==> config.mk <==
export PLATFORM = sky130hd
export DESIGN_NAME = rx_byte_fifo
export DESIGN_NICKNAME = d
export VERILOG_FILES = /design/src/rtl/rx_byte_fifo_pkg.sv /design/src/rtl/rx_byte_fifo_ctrl.sv /design/src/rtl/rx_byte_fifo_data.sv /design/src/rtl/rx_byte_fifo.sv
export SDC_FILE = /design/constraint.sdc
export NUM_CORES = 1
export LEC_CHECK = 0
export ABC_AREA = 1
export BUFFER_PORTS_ARGS = -buffer_cell sky130_fd_sc_hd__buf_2
export CAP_MARGIN = 20
export CORE_MARGIN = 8
export CORE_UTILIZATION = 65
export CTS_CLUSTER_DIAMETER = 60
export DETAILED_ROUTE_END_ITERATION = 7
export GPL_TIMING_DRIVEN = 0
export PLACE_DENSITY = 0.83
export SLEW_MARGIN = 25
export SYNTH_ARGS = -nofsm -noshare
export SYNTH_HDL_FRONTEND = slang
export SYNTH_HIERARCHICAL = 1
export SYNTH_SLANG_ARGS = --single-unit
==> constraint.sdc <==
create_clock -name clk -period 3.9 [get_ports clk]
set_clock_uncertainty 0.1 [all_clocks]
set_input_delay 0.585 -clock clk [delete_from_list [all_inputs] [get_ports clk]]
set_output_delay 0.585 -clock clk [all_outputs]
set_load 0.03 [all_outputs]
==> src/rtl/rx_byte_fifo_pkg.sv <==
package rx_byte_fifo_pkg;
  typedef struct packed {
    logic wrAccept;
    logic rdAccept;
    logic reject;
  } fifoStrb_t;
endpackage

==> src/rtl/rx_byte_fifo_ctrl.sv <==
module rx_byte_fifo_ctrl
  import rx_byte_fifo_pkg::*;
#(
  parameter int DEPTH  = 19,
  parameter int THRESH = 15,
  parameter int AW     = $clog2(DEPTH),
  parameter int CW     = $clog2(DEPTH + 1)
) (
  input  logic          clk,
  input  logic          rst,
  input  logic          wrEn,
  input  logic          rdEn,
  input  logic          ovfClear,
  output fifoStrb_t     strb,
  output logic [AW-1:0] wrAddr,
  output logic [AW-1:0] rdAddr,
  output logic [CW-1:0] count,
  output logic          nearFull,
  output logic          overflow,
  output logic          resyncReq
);
  localparam logic [AW-1:0] LAST_ADDR = AW'(DEPTH - 1);
  localparam logic [CW-1:0] FULL_CNT  = CW'(DEPTH);
  localparam logic [CW-1:0] NEAR_CNT  = CW'(THRESH);

  logic notEmpty, notFull;

  assign notEmpty      = (count != '0);
  assign notFull       = (count != FULL_CNT);
  assign strb.rdAccept = rdEn && notEmpty;
  assign strb.wrAccept = wrEn && (notFull || strb.rdAccept);
  assign strb.reject   = wrEn && !strb.wrAccept;
  assign nearFull      = (count >= NEAR_CNT);

  always_ff @(posedge clk) begin
    if (rst) begin
      wrAddr <= '0;
      rdAddr <= '0;
      count  <= '0;
    end else begin
      if (strb.wrAccept) wrAddr <= (wrAddr == LAST_ADDR) ? '0 : wrAddr + 1'b1;
      if (strb.rdAccept) rdAddr <= (rdAddr == LAST_ADDR) ? '0 : rdAddr + 1'b1;
      case ({strb.wrAccept, strb.rdAccept})
        2'b10:   count <= count + 1'b1;
        2'b01:   count <= count - 1'b1;
        default: count <= count;
      endcase
    end
  end

  always_ff @(posedge clk) begin
    if (rst) begin
      overflow  <= 1'b0;
      resyncReq <= 1'b0;
    end else begin
      resyncReq <= strb.reject;
      if (strb.reject)  overflow <= 1'b1;
      else if (ovfClear) overflow <= 1'b0;
    end
  end

  // occupancy never exceeds the capacity
  a_r2_count_bound: assert property (@(posedge clk) disable iff (rst)
    count <= FULL_CNT);

  // a write into a full FIFO without a read leaves the count alone
  a_r4_full_write_dropped: assert property (@(posedge clk) disable iff (rst)
    (count == FULL_CNT && wrEn && !rdEn) |=> (count == FULL_CNT && overflow));

  // each dropped write is followed by a resync pulse
  a_r5_resync_pulse: assert property (@(posedge clk) disable iff (rst)
    (count == FULL_CNT && wrEn && !rdEn) |=> resyncReq);

  // overflow holds while no clear is seen
  a_r6_overflow_sticky: assert property (@(posedge clk) disable iff (rst)
    (overflow && !ovfClear) |=> overflow);

  // empty read with no write keeps the FIFO empty
  a_r7_empty_read: assert property (@(posedge clk) disable iff (rst)
    (count == '0 && rdEn && !wrEn) |=> (count == '0));

  // read and write together on a full FIFO keeps it full, no overflow event
  a_r8_full_rw: assert property (@(posedge clk) disable iff (rst)
    (count == FULL_CNT && wrEn && rdEn) |=> (count == FULL_CNT && !resyncReq));
endmodule

==> src/rtl/rx_byte_fifo_data.sv <==
module rx_byte_fifo_data
  import rx_byte_fifo_pkg::*;
#(
  parameter int DEPTH = 19,
  parameter int DW    = 8,
  parameter int AW    = $clog2(DEPTH)
) (
  input  logic          clk,
  input  logic          rst,
  input  fifoStrb_t     strb,
  input  logic [AW-1:0] wrAddr,
  input  logic [AW-1:0] rdAddr,
  input  logic [DW-1:0] wrData,
  output logic [DW-1:0] rdData
);
  logic [DW-1:0] mem [DEPTH];

  always_ff @(posedge clk) begin
    if (strb.wrAccept) mem[wrAddr] <= wrData;
  end

  always_ff @(posedge clk) begin
    if (rst)                rdData <= '0;
    else if (strb.rdAccept) rdData <= mem[rdAddr];
  end

  // with no accepted read, the output byte does not move
  a_r7_rddata_hold: assert property (@(posedge clk) disable iff (rst)
    !strb.rdAccept |=> $stable(rdData));
endmodule

==> src/rtl/rx_byte_fifo.sv <==
module rx_byte_fifo
  import rx_byte_fifo_pkg::*;
#(
  parameter int DEPTH  = 19,
  parameter int THRESH = 15,
  parameter int DW     = 8,
  localparam int AW    = $clog2(DEPTH),
  localparam int CW    = $clog2(DEPTH + 1)
) (
  input  logic          clk,
  input  logic          rst,
  input  logic          wrEn,
  input  logic [DW-1:0] wrData,
  input  logic          rdEn,
  output logic [DW-1:0] rdData,
  input  logic          ovfClear,
  output logic [CW-1:0] count,
  output logic          nearFull,
  output logic          overflow,
  output logic          resyncReq
);
  fifoStrb_t     strb;
  logic [AW-1:0] wrAddr, rdAddr;

  rx_byte_fifo_ctrl #(.DEPTH(DEPTH), .THRESH(THRESH), .AW(AW), .CW(CW)) u_ctrl (
    .clk(clk), .rst(rst), .wrEn(wrEn), .rdEn(rdEn), .ovfClear(ovfClear),
    .strb(strb), .wrAddr(wrAddr), .rdAddr(rdAddr), .count(count),
    .nearFull(nearFull), .overflow(overflow), .resyncReq(resyncReq)
  );

  rx_byte_fifo_data #(.DEPTH(DEPTH), .DW(DW), .AW(AW)) u_data (
    .clk(clk), .rst(rst), .strb(strb), .wrAddr(wrAddr), .rdAddr(rdAddr),
    .wrData(wrData), .rdData(rdData)
  );
endmodule

* Yosys cells after proc, flatten, opt, wreduce, memory -nomap -nowiden
Memories as Yosys holds them, arrays and structs flattened. A register that Yosys moved wholly into a read port is not among the register bits.
Cells that the tools add are included.
** Operators by class
- Add/sub/neg operators :: 4
- Multipliers :: 0
- Div/mod/pow operators :: 0
- Magnitude comparators :: 1
- Equality and inequality tests :: 5
- Shift-type cells :: 0
- Muxes and demuxes :: 7
- Bitwise operators :: 0
- Reduce and logical (&&, ||, !) cells :: 8
** Operators with widths (number)
- $add 5x1->5 const B :: 3
- $eq 5x5->1 const B :: 2
- $mux 5 :: 2
- $pmux 5 s2 :: 1
- $ge 5x4->1 const B :: 1
- $ne 5x5->1 const B :: 1
- $reduce_bool 5->1 :: 1
- $sub 5x1->5 const B :: 1
- $mux 1 :: 4
- $reduce_bool 2->1 :: 2
- $logic_and 1x1->1 :: 3
- $eq 2x1->1 const B :: 1
- $eq 2x2->1 const B :: 1
- $logic_not 1->1 :: 1
- $logic_or 1x1->1 :: 1
** Word-level totals
- Register bits after elaboration :: 17
- Latch bits :: 0
- Bits in writable memories :: 152
- Bits in read-only memories :: 0
- Output and inout port bits :: 16
- Memories kept :: 1
** Memory list
- u_data.mem :: depth 19, width 8, read ports 1, clocked after Yosys merged registers in 1, wr ports 1, line rx_byte_fifo_data.sv:16 : logic [DW-1:0] mem [DEPTH];

* Logic depth before layout (Yosys ltp)
- Depth after elaboration :: 7
- Mapped depth :: 13
- Depth with buffers taken out :: 13

* By module
The synthesis kept the hierarchy.
** Modules (own cells, without submodules)
- rx_byte_fifo_data :: times used 1, cells each 652, area an instance 6846.6 sq um, seq. area each 4724.5 sq um
- rx_byte_fifo_ctrl :: times used 1, cells each 134, area an instance 970.9 sq um, seq. area each 340.3 sq um

* Worst setup path after synthesis
Ideal clock, no wire load.
- Kind :: reg2reg
- Start point :: reg u_ctrl.count[0]
- End point :: reg u_ctrl.count[4]
- Setup time :: 0.116 ns
- Arrival :: 2.019 ns
- Data required time :: 3.684 ns
- Slack :: 1.665 ns
- Cell stages (with the launch flop) :: 12
- Buffers on the path :: 0
- Clock period less this slack :: 2.235 ns
- Path through :: dfxtp_1 -> nor2_1 -> nand3_1 -> nand2_1 -> inv_1 -> nand2_1 -> fa_1 -> nand3b_1 -> nand3_1 -> nand2_1 -> a21oi_1 -> nor2_1
** RTL lines
- start: declaration :: line rx_byte_fifo_ctrl.sv:17 : output logic [CW-1:0] count,
- start signal: assignment :: line rx_byte_fifo_ctrl.sv:44 : 2'b10: count <= count + 1'b1;
- start signal: assignment :: line rx_byte_fifo_ctrl.sv:45 : 2'b01: count <= count - 1'b1;
- start signal: assignment :: line rx_byte_fifo_ctrl.sv:46 : default: count <= count;

==> summary by stage <==
Status
The run finished with clean final reports.

Global routing
The first-pass GRT wire length is around 30000 um. In the global route stage, met2 resource usage came out at 41.42%. In this run the most used layer during global routing was met2. Global routing used approximately a third of the available met1 tracks. The met3 global-route usage is 5.738%. The largest net degree at the start of global routing is 20. The via count of the first global-routing pass is 5572. The initial antenna violation count is 0. The total overflow reported by the global router is 0. The total track usage is 25.31%.

STA
The maximum achievable frequency is between 300 and 400 MHz. The headroom to the max-slew limit is a little over two fifths. The minimum hold slack is roughly 0.32 ns. The final count of negative-setup-slack endpoints is 0.

In the final timing run, aggregate negative setup slack is 0 ns. The transition time at the pin with the least slew margin is 0.8717 ns. The number of slew-limit violations in the final report is 0. The number of hold-slack violations in the final timing report is 0. Setup repair after global routing left no endpoint under its margin.

The final critical path time including I/O delays and setup is 2.689 ns. The post-route fraction of the period consumed by the critical path is 68.95%.

Critical path
Walking the worst path, the cells encountered are nor2_1 -> nand3_1 -> nand2_1 -> buf_6 -> a21oi_4 -> nand3_1 -> nor2_1. The critical register-to-register path endpoint is u_data/mem[5][3]. The delay of the slowest cell on the worst path is 0.76 ns. The category of the worst setup path launch point is a register. The critical path buffer and inverter count is 1. The path depth of the worst reg2reg path is 7. The start of the worst register-to-register path is u_ctrl/count[1]. In this run the worst setup path terminates at u_data/mem[5][3]. The highest-delay cell along the critical path is sky130_fd_sc_hd__nor2_1.

The category of cells accounting for the largest share of critical-path delay is simple AND/OR/NAND/NOR gates. Tracing the worst setup path back leads to its startpoint at u_ctrl/count[1]. The required arrival time at the worst endpoint is a little under 4 ns. The endpoint type of the worst setup path is a register. STA puts the critical path data arrival time at 2.64 ns. In this run the number of cells on the critical path is 7. Of all nets on the critical path, the largest fanout is 11. The setup slack on the worst flop-to-flop path is 1.21 ns. The path type of the worst setup path is register to register.

Clocking
The cell sitting at the root of the clock tree is a sky130_fd_sc_hd__clkbuf_16. The clock-pin slew on the worst setup and hold paths is 0.06 ns. Post-CTS timing repair inserted 0 buffers for setup. In this run the number of H-tree levels came out at 4.

The maximum number of buffers from clock root to sink is 2. The number of hold-repair buffers added at the cts stage is 0. Buffers inserted during clock tree synthesis total 17. After clock tree synthesis, the repair step resized 0 gates. TritonCTS built the clock tree. The clock drives between 150 and 200 sinks. The clock reaches the later pin of the worst-skew pair after 0.43 ns.

Place
The final weighted congestion of routability-driven global placement is 0.8908. The number of input and output port buffers inserted is 28. The wire-length estimate of the detail-placed layout is around 13000 um. After detailed placement, the total cell area comes to 8138 um^2.

Route
The routed design has approximately 20000 um of wire. The detail-routed via count per cell is 5.938. The detail-routed net length per standard cell is 19.76 um. The detailed router's first-iteration violation count is 814. The total iterations of the first detailed-routing run is 7.

The remaining antenna violation count is 0. For this run, design rule violations remaining after detail routing come to 0. The detailed router placed 5890 vias in this run.

Synthesis
Each instance of the synthesized netlist takes up on average 9.954 um^2. The number of nets in the synthesized netlist is 806. The number of instances in the synthesized netlist is about 790. The synthesized cell area is 7814 um^2.

During synthesis, Yosys emitted a total of 6 warnings.

Finish
The repair_antennas step left the layout with diodes totalling 0. The fraction of layout instances using a drive strength above 1 is roughly 11%. The area added between synthesis and finish is 11.31%. The library cells used most frequently in the layout, excluding fill and tap cells, are sky130_fd_sc_hd__nand2_1 (210), sky130_fd_sc_hd__edfxtp_1 (152), sky130_fd_sc_hd__inv_1 (121). With fillers left out, the area of the finished cells amounts to 8697 um^2. After the last flow step, the layout net total stands at 853.

The leading cell type in the layout, fill and taps excluded is sky130_fd_sc_hd__nand2_1.

Die
After floorplanning, the core was divided into 40 placement rows. The initial utilization of the core area, before any placement, comes to around 66%. The overall die height is ~130 um. The number of top-level design ports is 29.

The core box area is about 12000 um^2. The die area is 15790 um^2. In this run the horizontal extent of the chip is ~130 um.

Power
The power per standard cell area is 545.6 nW/um^2. The fraction of power consumed by combinational cells is roughly a fifth. The sequential power share is between 40 and 50%. For this design the static power due to leakage is 0.003700 uW.

The switching portion of total power is around 29%. The net switching power is 1399 uW. The internal power is 3346 uW. The worst voltage drop across the vdd grid is 0.3430 mV. The share of total power dissipated in the clock network is about a third.

Worst hold path
The path category of the worst min-delay check is primary input to register.

Job
Max-cap violations in this run came to 0.
-- layer usage --
layer	vias to the layer above	part of all wire, %
met5	-	0
met1	2837	40
met4	0	2.0
li1	2663	-
met3	35	8.8
met2	355	49
-- area by class of cell --
type / instances / area, um^2
inverters: 124 / 470.5
plain buffers: 29 / 205.2
fillers: 798 / 3164
clock buffers: 28 / 538.0
flip-flops and latches: 177 / 5065
well taps: 147 / 183.9
multi-input cells: 455 / 2073
clock inverters: 4 / 21.27
repair buffers: 28 / 140.1
-- power by group through the flow --
stage                     Clock, uW  Sequential [uW]  Combinational (uW)
final                          1580             2160                 999
after global placement            0             2200                 944
after CTS                      1600             2160                 980
after global routing           1670             2170                1080
after floorplan                   0             2260                 588
after detailed placement          0             2200                 970
-- stage by stage --
step | utilization (%) | power (uW) | instances | worst slack (ns)
floorplan | - | 2847 | 785 | 1.665
global placement | 68.61 | 3139 | 960 | 1.279
detailed placement | 68.61 | 3171 | 960 | 1.189
CTS | 73.32 | 4747 | 992 | 1.229
global route | 73.32 | 4918 | 992 | 1.099
finish | 73.32 | 4745 | 992 | 1.211
-- sequential cells by signal (all words and copies together), names as in the netlist --
| signal | flops |
|---|---|
| u_ctrl/overflow | 1 |
| u_data/mem | 152 |
| u_data/rdData | 8 |
| u_ctrl/count | 5 |
| u_ctrl/rdAddr | 5 |
| u_ctrl/wrAddr | 5 |
| u_ctrl/resyncReq | 1 |
-- worst min-delay path by stage --
stage	startpoint	to	slack (ns)	depth (start not counted)
after floorplan	u_ctrl/wrAddr[4]	u_ctrl/wrAddr[4]	0.39	2
after global placement	u_ctrl/overflow	u_ctrl/overflow	0.35	2
after detailed placement	u_ctrl/overflow	u_ctrl/overflow	0.37	2
after CTS	ovfClear	u_ctrl/overflow	0.31	4
after global routing	ovfClear	u_ctrl/overflow	0.35	4
final	ovfClear	u_ctrl/overflow	0.32	4
-- tightest hold or removal path, cell delays in order --
cell	delay (ns)
sky130_fd_sc_hd__buf_2	0.07
sky130_fd_sc_hd__inv_1	0.03
sky130_fd_sc_hd__nand2_1	0.04
sky130_fd_sc_hd__a21oi_1	0.06
Power figures use the tool's default switching activity.
